### src/rtl/i2c_am_pkg.sv
// Shared constants and types for the I2C address recognizer.
// Assumes standard I2C address framing: 7-bit byte plus R/W, or 10-bit header.
package i2c_am_pkg;
    localparam int unsigned BYTE_W   = 8;
    localparam int unsigned ADDR_W   = 10;
    localparam int unsigned SHORT_W  = 7;
    localparam int unsigned HI_W     = ADDR_W - BYTE_W;        // address bits in 10-bit header
    localparam int unsigned PREFIX_W = BYTE_W - 1 - HI_W;      // fixed header prefix width
    localparam logic [PREFIX_W-1:0] TEN_PREFIX = 5'b11110;
    localparam logic [BYTE_W-1:0]   GC_BYTE    = '0;

    typedef enum logic [1:0] {
        ST_IDLE   = 2'd0,
        ST_FIRST  = 2'd1,
        ST_SECOND = 2'd2
    } am_state_t;
endpackage

### src/rtl/i2c_am_cfg.sv
// Own-address and general-call-enable holding register.
// Assumes software reset gates every write; writes at other times are dropped.
module i2c_am_cfg
    import i2c_am_pkg::*;
(
    input  logic              clk,
    input  logic              rst_n,
    input  logic              sw_rst,
    input  logic              cfg_wr,
    input  logic [ADDR_W-1:0] cfg_addr,
    input  logic              cfg_gc_en,
    output logic [ADDR_W-1:0] own_addr,
    output logic              gc_en
);
    // Load new settings only while the block is held in software reset.
    always_ff @(posedge clk) begin
        if (!rst_n) begin
            own_addr <= '0;
            gc_en    <= 1'b0;
        end else if (cfg_wr && sw_rst) begin
            own_addr <= cfg_addr;
            gc_en    <= cfg_gc_en;
        end
    end
endmodule

### src/rtl/i2c_am_decode.sv
// Combinational byte classifier: general call, 7-bit hit, 10-bit header and low byte.
// Assumes byte bit 0 is the R/W position when the byte is a first address byte.
module i2c_am_decode
    import i2c_am_pkg::*;
(
    input  logic [BYTE_W-1:0] rx_byte,
    input  logic [ADDR_W-1:0] own_addr,
    output logic              is_gc,
    output logic              hit7,
    output logic              hdr_ok,
    output logic              lo_ok
);
    // Compare the received byte against each possible address form.
    always_comb begin
        is_gc  = (rx_byte == GC_BYTE);
        hit7   = (rx_byte[BYTE_W-1:1] == own_addr[SHORT_W-1:0]);
        hdr_ok = (rx_byte[BYTE_W-1 -: PREFIX_W] == TEN_PREFIX) &&
                 (rx_byte[HI_W:1] == own_addr[ADDR_W-1 -: HI_W]);
        lo_ok  = (rx_byte == own_addr[BYTE_W-1:0]);
    end
endmodule

### src/rtl/i2c_am_seq.sv
// Address-phase sequencer: tracks START/STOP and address bytes, issues match and direction.
// Assumes event strobes last one cycle; STOP outranks START, both outrank a byte.
module i2c_am_seq
    import i2c_am_pkg::*;
(
    input  logic       clk,
    input  logic       rst_n,
    input  logic       sw_rst,
    input  logic       mode_10b,
    input  logic       start_evt,
    input  logic       stop_evt,
    input  logic       byte_vld,
    input  logic       rw_bit,
    input  logic       gc_en,
    input  logic       is_gc,
    input  logic       hit7,
    input  logic       hdr_ok,
    input  logic       lo_ok,
    output logic       match,
    output logic       rw_dir,
    output logic       gc_hit
);
    am_state_t state_q, state_d;
    logic      rw_pend_q;
    logic      cap_rw;
    logic      hit;
    logic      rw_new;

    // Decide next state and whether this cycle's byte completes a match.
    always_comb begin
        state_d = state_q;
        hit     = 1'b0;
        gc_hit  = 1'b0;
        cap_rw  = 1'b0;
        rw_new  = rw_pend_q;
        if (sw_rst || stop_evt) begin
            state_d = ST_IDLE;
        end else if (start_evt) begin
            state_d = ST_FIRST;
        end else if (byte_vld) begin
            unique case (state_q)
                ST_FIRST: begin
                    state_d = ST_IDLE;
                    if (is_gc) begin
                        hit    = gc_en;
                        gc_hit = gc_en;
                        rw_new = 1'b0;
                    end else if (mode_10b) begin
                        if (hdr_ok) begin
                            state_d = ST_SECOND;
                            cap_rw  = 1'b1;
                        end
                    end else begin
                        hit    = hit7;
                        rw_new = rw_bit;
                    end
                end
                ST_SECOND: begin
                    state_d = ST_IDLE;
                    hit     = lo_ok;
                    rw_new  = rw_pend_q;
                end
                default: state_d = ST_IDLE;
            endcase
        end
    end

    // Advance the state and hold the header direction for the second byte.
    always_ff @(posedge clk) begin
        if (!rst_n) begin
            state_q   <= ST_IDLE;
            rw_pend_q <= 1'b0;
        end else begin
            state_q <= state_d;
            if (cap_rw) rw_pend_q <= rw_bit;
        end
    end

    // Register the match pulse and update direction only on a match.
    always_ff @(posedge clk) begin
        if (!rst_n) begin
            match  <= 1'b0;
            rw_dir <= 1'b0;
        end else begin
            match <= hit;
            if (hit) rw_dir <= rw_new;
        end
    end
endmodule

### src/rtl/i2c_am_gcflag.sv
// Sticky general-call-received flag, cleared by START or software reset.
// Assumes the set request never coincides with a clear request.
module i2c_am_gcflag (
    input  logic clk,
    input  logic rst_n,
    input  logic set_req,
    input  logic clr_req,
    output logic flag
);
    // Hold the flag until a clearing event arrives.
    always_ff @(posedge clk) begin
        if (!rst_n)       flag <= 1'b0;
        else if (clr_req) flag <= 1'b0;
        else if (set_req) flag <= 1'b1;
    end
endmodule

### src/rtl/i2c_addr_match.sv
// Top of the I2C target address recognizer: config register, byte classifier,
// sequencer and general-call flag. Assumes a bit engine delivering bytes and strobes.
module i2c_addr_match
    import i2c_am_pkg::*;
(
    input  logic              clk,
    input  logic              rst_n,
    input  logic              sw_rst,
    input  logic              cfg_wr,
    input  logic [ADDR_W-1:0] cfg_addr,
    input  logic              cfg_gc_en,
    input  logic              mode_10b,
    input  logic              start_evt,
    input  logic              stop_evt,
    input  logic              byte_vld,
    input  logic [BYTE_W-1:0] byte_data,
    output logic              match,
    output logic              rw_dir,
    output logic              gc_flag
);
    logic [ADDR_W-1:0] own_addr_q;
    logic              gc_en_q;
    logic              is_gc, hit7, hdr_ok, lo_ok;
    logic              gc_hit;

    i2c_am_cfg u_cfg (
        .clk       (clk),
        .rst_n     (rst_n),
        .sw_rst    (sw_rst),
        .cfg_wr    (cfg_wr),
        .cfg_addr  (cfg_addr),
        .cfg_gc_en (cfg_gc_en),
        .own_addr  (own_addr_q),
        .gc_en     (gc_en_q)
    );

    i2c_am_decode u_dec (
        .rx_byte  (byte_data),
        .own_addr (own_addr_q),
        .is_gc    (is_gc),
        .hit7     (hit7),
        .hdr_ok   (hdr_ok),
        .lo_ok    (lo_ok)
    );

    i2c_am_seq u_seq (
        .clk       (clk),
        .rst_n     (rst_n),
        .sw_rst    (sw_rst),
        .mode_10b  (mode_10b),
        .start_evt (start_evt),
        .stop_evt  (stop_evt),
        .byte_vld  (byte_vld),
        .rw_bit    (byte_data[0]),
        .gc_en     (gc_en_q),
        .is_gc     (is_gc),
        .hit7      (hit7),
        .hdr_ok    (hdr_ok),
        .lo_ok     (lo_ok),
        .match     (match),
        .rw_dir    (rw_dir),
        .gc_hit    (gc_hit)
    );

    i2c_am_gcflag u_gcf (
        .clk     (clk),
        .rst_n   (rst_n),
        .set_req (gc_hit),
        .clr_req (start_evt || sw_rst),
        .flag    (gc_flag)
    );
endmodule

### config.mk
export PLATFORM = sky130hd
export DESIGN_NAME = i2c_addr_match
export DESIGN_NICKNAME = d
export VERILOG_FILES = /design/src/rtl/i2c_am_pkg.sv /design/src/rtl/i2c_am_cfg.sv /design/src/rtl/i2c_am_decode.sv /design/src/rtl/i2c_am_seq.sv /design/src/rtl/i2c_am_gcflag.sv /design/src/rtl/i2c_addr_match.sv
export SDC_FILE = /design/constraint.sdc
export NUM_CORES = 1
export LEC_CHECK = 0
export BUFFER_PORTS_ARGS = -buffer_cell sky130_fd_sc_hd__buf_4
export CORE_MARGIN = 4
export CORE_UTILIZATION = 49
export DETAILED_ROUTE_END_ITERATION = 16
export PLACE_DENSITY = 0.77
export SLEW_MARGIN = 10
export SYNTH_ARGS = -nofsm -noshare
export SYNTH_HDL_FRONTEND = slang
export SYNTH_SLANG_ARGS = --single-unit
### constraint.sdc
create_clock -name clk -period 1.8 [get_ports clk]
set_input_delay 0.09 -clock clk [delete_from_list [all_inputs] [get_ports clk]]
set_output_delay 0.09 -clock clk [all_outputs]
set_load 0.01 [all_outputs]
Word-level counts from Yosys, hierarchy flattened
Cells that the tools add are included.

Flip-flop bits (word level): 17. Logic and storage cells: 54.

Muxes and demuxes: 30. Reduce and logical (&&, ||, !) cells: 9. Equality and inequality tests: 6. Bitwise logic cells: 1.

Operators by type and width (count): 1-bit 2-to-1 mux (25); 8-bit equality test (1); 8-bit zero test (1); 2-bit 2-to-1 mux (4); 7-bit equality test (1); 5-bit equality test (second input constant) (1); 2-bit OR reduction (2); 3-bit OR reduction (1); 2-bit by 1-bit equality test with 1-bit output (second input constant) (1); 2-bit equality test (1); 2-bit equality test (second input constant) (1); 1-bit logical AND (2); 1-bit logical OR (2); 1-bit case mux with 2 select lines (1); 2-bit nonzero test (1); 1-bit NOT (1).

Depth between registers and ports, before layout
Depth in word-level cells: 9. Gate-level depth with buffers: 7.

Modules after synthesis
A second synthesis with hierarchy kept.

Cell total of the unflattened synthesis: 114. Area, all modules: 1029.7 sq um.

By module, submodules not included: i2c_am_cfg (cells an instance 50, instances 1, area an instance 476.7 sq um); i2c_am_seq (cells an instance 33, instances 1, area an instance 301.5 sq um); i2c_am_decode (cells an instance 27, instances 1, area an instance 209.0 sq um); i2c_am_gcflag (cells an instance 3, instances 1, area an instance 36.3 sq um); i2c_addr_match (cells an instance 1, instances 1, area an instance 6.3 sq um).

Worst setup path after synthesis
No wires, ideal clock.

Path type: register to register. Start: register u_seq.state_q[0]. End: register u_seq.rw_dir. Setup time: 0.079 ns. Arrival time: 1.431 ns. Path buffers: 0. Slack: 0.289 ns. Required time: 1.721 ns. Stages on the path, launching flop included: 8. Clock period less this slack: 1.511 ns. Cells stage by stage: dfxtp_1 -> inv_1 -> ha_1 -> nand3b_1 -> nor2_1 -> nand4b_2 -> and3b_1 -> a211oi_2.

Longest elaborated chain between the ends: 5. Elaborated cells between the ends (all ways): 10. Classes of those cells: 2 x eq/ne; 8 x mux.

Ends and longest elaborated chain: from (decl) (line i2c_am_seq.sv:23) `am_state_t state_q, state_d;`; from (signal assigned) (line i2c_am_seq.sv:74) `state_q <= state_d;`; 2-bit equality test / 2-bit by 1-bit equality test with 1-bit output (equally long branches) (line i2c_am_seq.sv:41) `unique case (state_q)`; 1-bit case mux with 2 select lines / 1-bit 2-to-1 mux (equally long branches) (line i2c_am_seq.sv:41); 1-bit 2-to-1 mux (line i2c_am_seq.sv:40) `end else if (byte_vld) begin`; 1-bit 2-to-1 mux (line i2c_am_seq.sv:38) `end else if (start_evt) begin`; 1-bit 2-to-1 mux (line i2c_am_seq.sv:36) `if (sw_rst || stop_evt) begin`; to (signal assigned) (line i2c_am_seq.sv:86) `if (hit) rw_dir <= rw_new;`; to (decl) (line i2c_am_seq.sv:20) `output logic rw_dir,`.

Several ways; a longest one is shown, not always the timed one. A chain may end at the register's enable or synchronous reset.

Worst setup path after layout
Ends and elaborated chain as after synthesis.

==> impl_results.md <==
- Clk buf depth: 2
- First DRT Iteration DRCs: 19
- Most used DFF post-synth: dfxtp_1
- Slew margin rel.: 0.678
- H-tree depth: 1
- Synthesized flop and latch total: 17
- Top cell types by occurrence after synthesis: nand2_1 (26), dfxtp_1 (17), xor2_1 (17)
- Worst hold path class: in2reg
- Worst path max stage delay: 0.36 ns
- Final nets: 181
- Most frequent cell after synthesis: nand2_1
- Top delay family on crit path: simple AND/OR/NAND/NOR gates
- Worst Max-Slew Pin Slew: 0.480 ns
- Setup ws final: 0.0504 ns
- Core ar.: 1760 sq um
- Clk sinks: 17
- Yosys warnings: 0
- Clk_skew: 0.00429 ns
- Post-synthesis sequential area ratio: 0.366
- Fmax: 0.572 GHz
- GR peak layer: met2
- Setup slack after placement: 0.123 ns
- Tmin final: 1.75 ns
- Final hold vios: 0
- Tcrit/Tclk final: 0.972
- R2R depth: 7
- TritonCTS buffer count: 3
- Wirelength per Cell: 12.5 microns
- Crit Path Max Fanout: 3
- Hold Crit Depth: 3
- Vias: 903
- Reg clk slew, reported paths: 0.10 ns
- Starting Density: 0.527
- Crit Path Category: reg2reg
- Leak: 0.000585 uW
- GP Congestion: 0.922
- Die ar.: 2660 sq um
- CTS Root Cell: clkbuf_4
- Tot Pwr: 742 uW
- Grt met3 use: 0.0602
- Max-capacitance violation count: 0
- Initial antenna violation count: 0
- CTS tree: done
- Cell Area, Synth: 930 sq um
- Maximum VDD drop: 0.000506 V
- Fin. max-slew vios: 0
- Initial DRT Pass Iterations: 6
- I/O pin count: 30
- Met1 Track Usage GR: 0.234
- Final setup viols: 0
- Crit-path slowest cell: dfxtp_2
- Req. time, crit path: 2.02 ns
- Ant. Diodes: 0
- Post-DP HPWL: 1710 microns
- WP buf/inv: 1
- Syn Inst Count: 114
- WP data arrival: 1.97 ns
- Status: finished clean
- Top cell type by total area after synthesis: dfxtp_1
- Total wire length: 2200 microns
- Synth top area cells: dfxtp_1 (37%), xor2_1 (16%), nand2_1 (10%)
- First-pass GRT wire length: 3830 microns
- Startpoint type of the worst setup path: register
- Core Rows: 15
- Sequence of cells on the critical path: inv_1 > ha_1 > nand3b_1 > nor4_2 > a32oi_2 > and3b_1 > a211oi_2
- CP endpoint kind: register
- Syn nets: 143
- Fin util: 0.724
- Met2 usage in global routing: 0.328
- Clk_lat worst skew: 0.30 ns
- Cell variety after synth: 28
- Die W: 51.6 microns
- IO buf count: 29
- Antenna viol nets, final: 0
- RSZ-0062 raised after global routing: yes
- GRT overflow: 0
- Die Ht: 51.6 microns
- Cell depth of the worst setup path: 7
- Layout cells sized above 1: 0.298
- Largest net degree at the start of global routing: 18
- Post-synth EDFFs: 0
- Area share of the largest cell type after synthesis: 0.366
- Total power density per cell area: 581 nW/um^2
- Area growth syn-to-layout: 37.4%
- Vias/cell: 5.13
- Vias in the first global route: 876
- Async S/R FF share, synth: 0
- DRC: 0
- Total track usage: 0.189
- Avg Cell Area, Syn: 8.15 sq um
worst paths after layout:
kind	start	end	slack, ns
max reg2reg	u_seq.state_q[0]	u_seq.rw_dir	0.05
max	u_seq.state_q[0]	u_seq.rw_dir	0.05
min	cfg_addr[2]	u_cfg.own_addr[2]	0.03
min reg2reg	u_cfg.own_addr[9]	u_cfg.own_addr[9]	0.47
per-stage QoR:
stage / instance area, sq um / setup TNS, ns / std cells / hold slack, ns
2_1_floorplan: 930 / 0 / 114 / 0.166
3_3_place_gp: 1170 / 0 / 165 / 0.273
3_5_place_dp: 1170 / 0 / 165 / 0.277
4_1_cts: 1240 / 0 / 173 / 0.0165
5_1_grt: 1280 / -0.109 / 176 / 0.0137
6_report: 1280 / 0 / 176 / 0.0265
worst reg2reg max path: cells and delay by family (launching register included):
kind | cells | cell delay, ns
flip-flops | 1 | 0.36
AO/OA/AOI/OAI | 2 | 0.24
buffers and inverters | 1 | 0.05
AND/OR/NAND/NOR | 3 | 0.75
adder cells (fa/ha/maj) | 1 | 0.28
placed cells by master, fill, tap and decap left out, drive strengths merged, types with 4 or more instances in the layout:
master and count:
a21oi 14, buf 32, dfxtp 17, dlygate4sd3 4
inv 4, nand2 26, nor4 8, xor2 17
sequential cells by signal, indices dropped and copies added (netlist names):
name	cells
u_cfg.own_addr	10
u_seq.state_q	2
u_cfg.gc_en	1
u_gcf.flag	1
u_seq.match	1
u_seq.rw_dir	1
u_seq.rw_pend_q	1
power breakdown:
| group | switching (uW) | internal [uW] | leakage [uW] |
|---|---|---|---|
| Combinational | 60.7 | 68.5 | 0.000431 |
| Clock | 129 | 84.7 | 0.0000139 |
| Sequential | 11.5 | 388 | 0.000139 |
| Total | 201 | 541 | 0.000585 |
final cells by class:
type                    count  area (sq um)
multi-input cells          89           574
fillers                   161           487
flip-flops and latches     17           343
repair buffers             36           280
well taps                  25          31.3
clock buffers               3          22.5
inverters                   5          18.8
clock inverters             1          7.51
logic make-up (layout without fill, tap and decap cells):
family,after synthesis,count (layout),share of synthesized area
simple gates,50,50,0.284
compound gates,19,19,0.120
xor+xnor,17,17,0.160
flops,17,17,0.366
buf+inv,8,45,0.0323
fa+ha+maj,2,2,0.0269
mux,1,1,0.0108
timing repair:
action                                  4_1_cts  5_1_grt
endpoints found under the hold margin         2        0
setup buffers                                 0        3
gates resized for setup                       0        5
endpoints found under the setup margin        0        3
hold buffers                                  4        0
per-layer routing:
layer  part of all wire  vias to the layer above
met4             0.0054                        0
met5                  0                        -
li1                   -                      470
met2               0.51                       22
met3              0.065                        2
met1               0.42                      409
(Power assumes the default switching activity.)
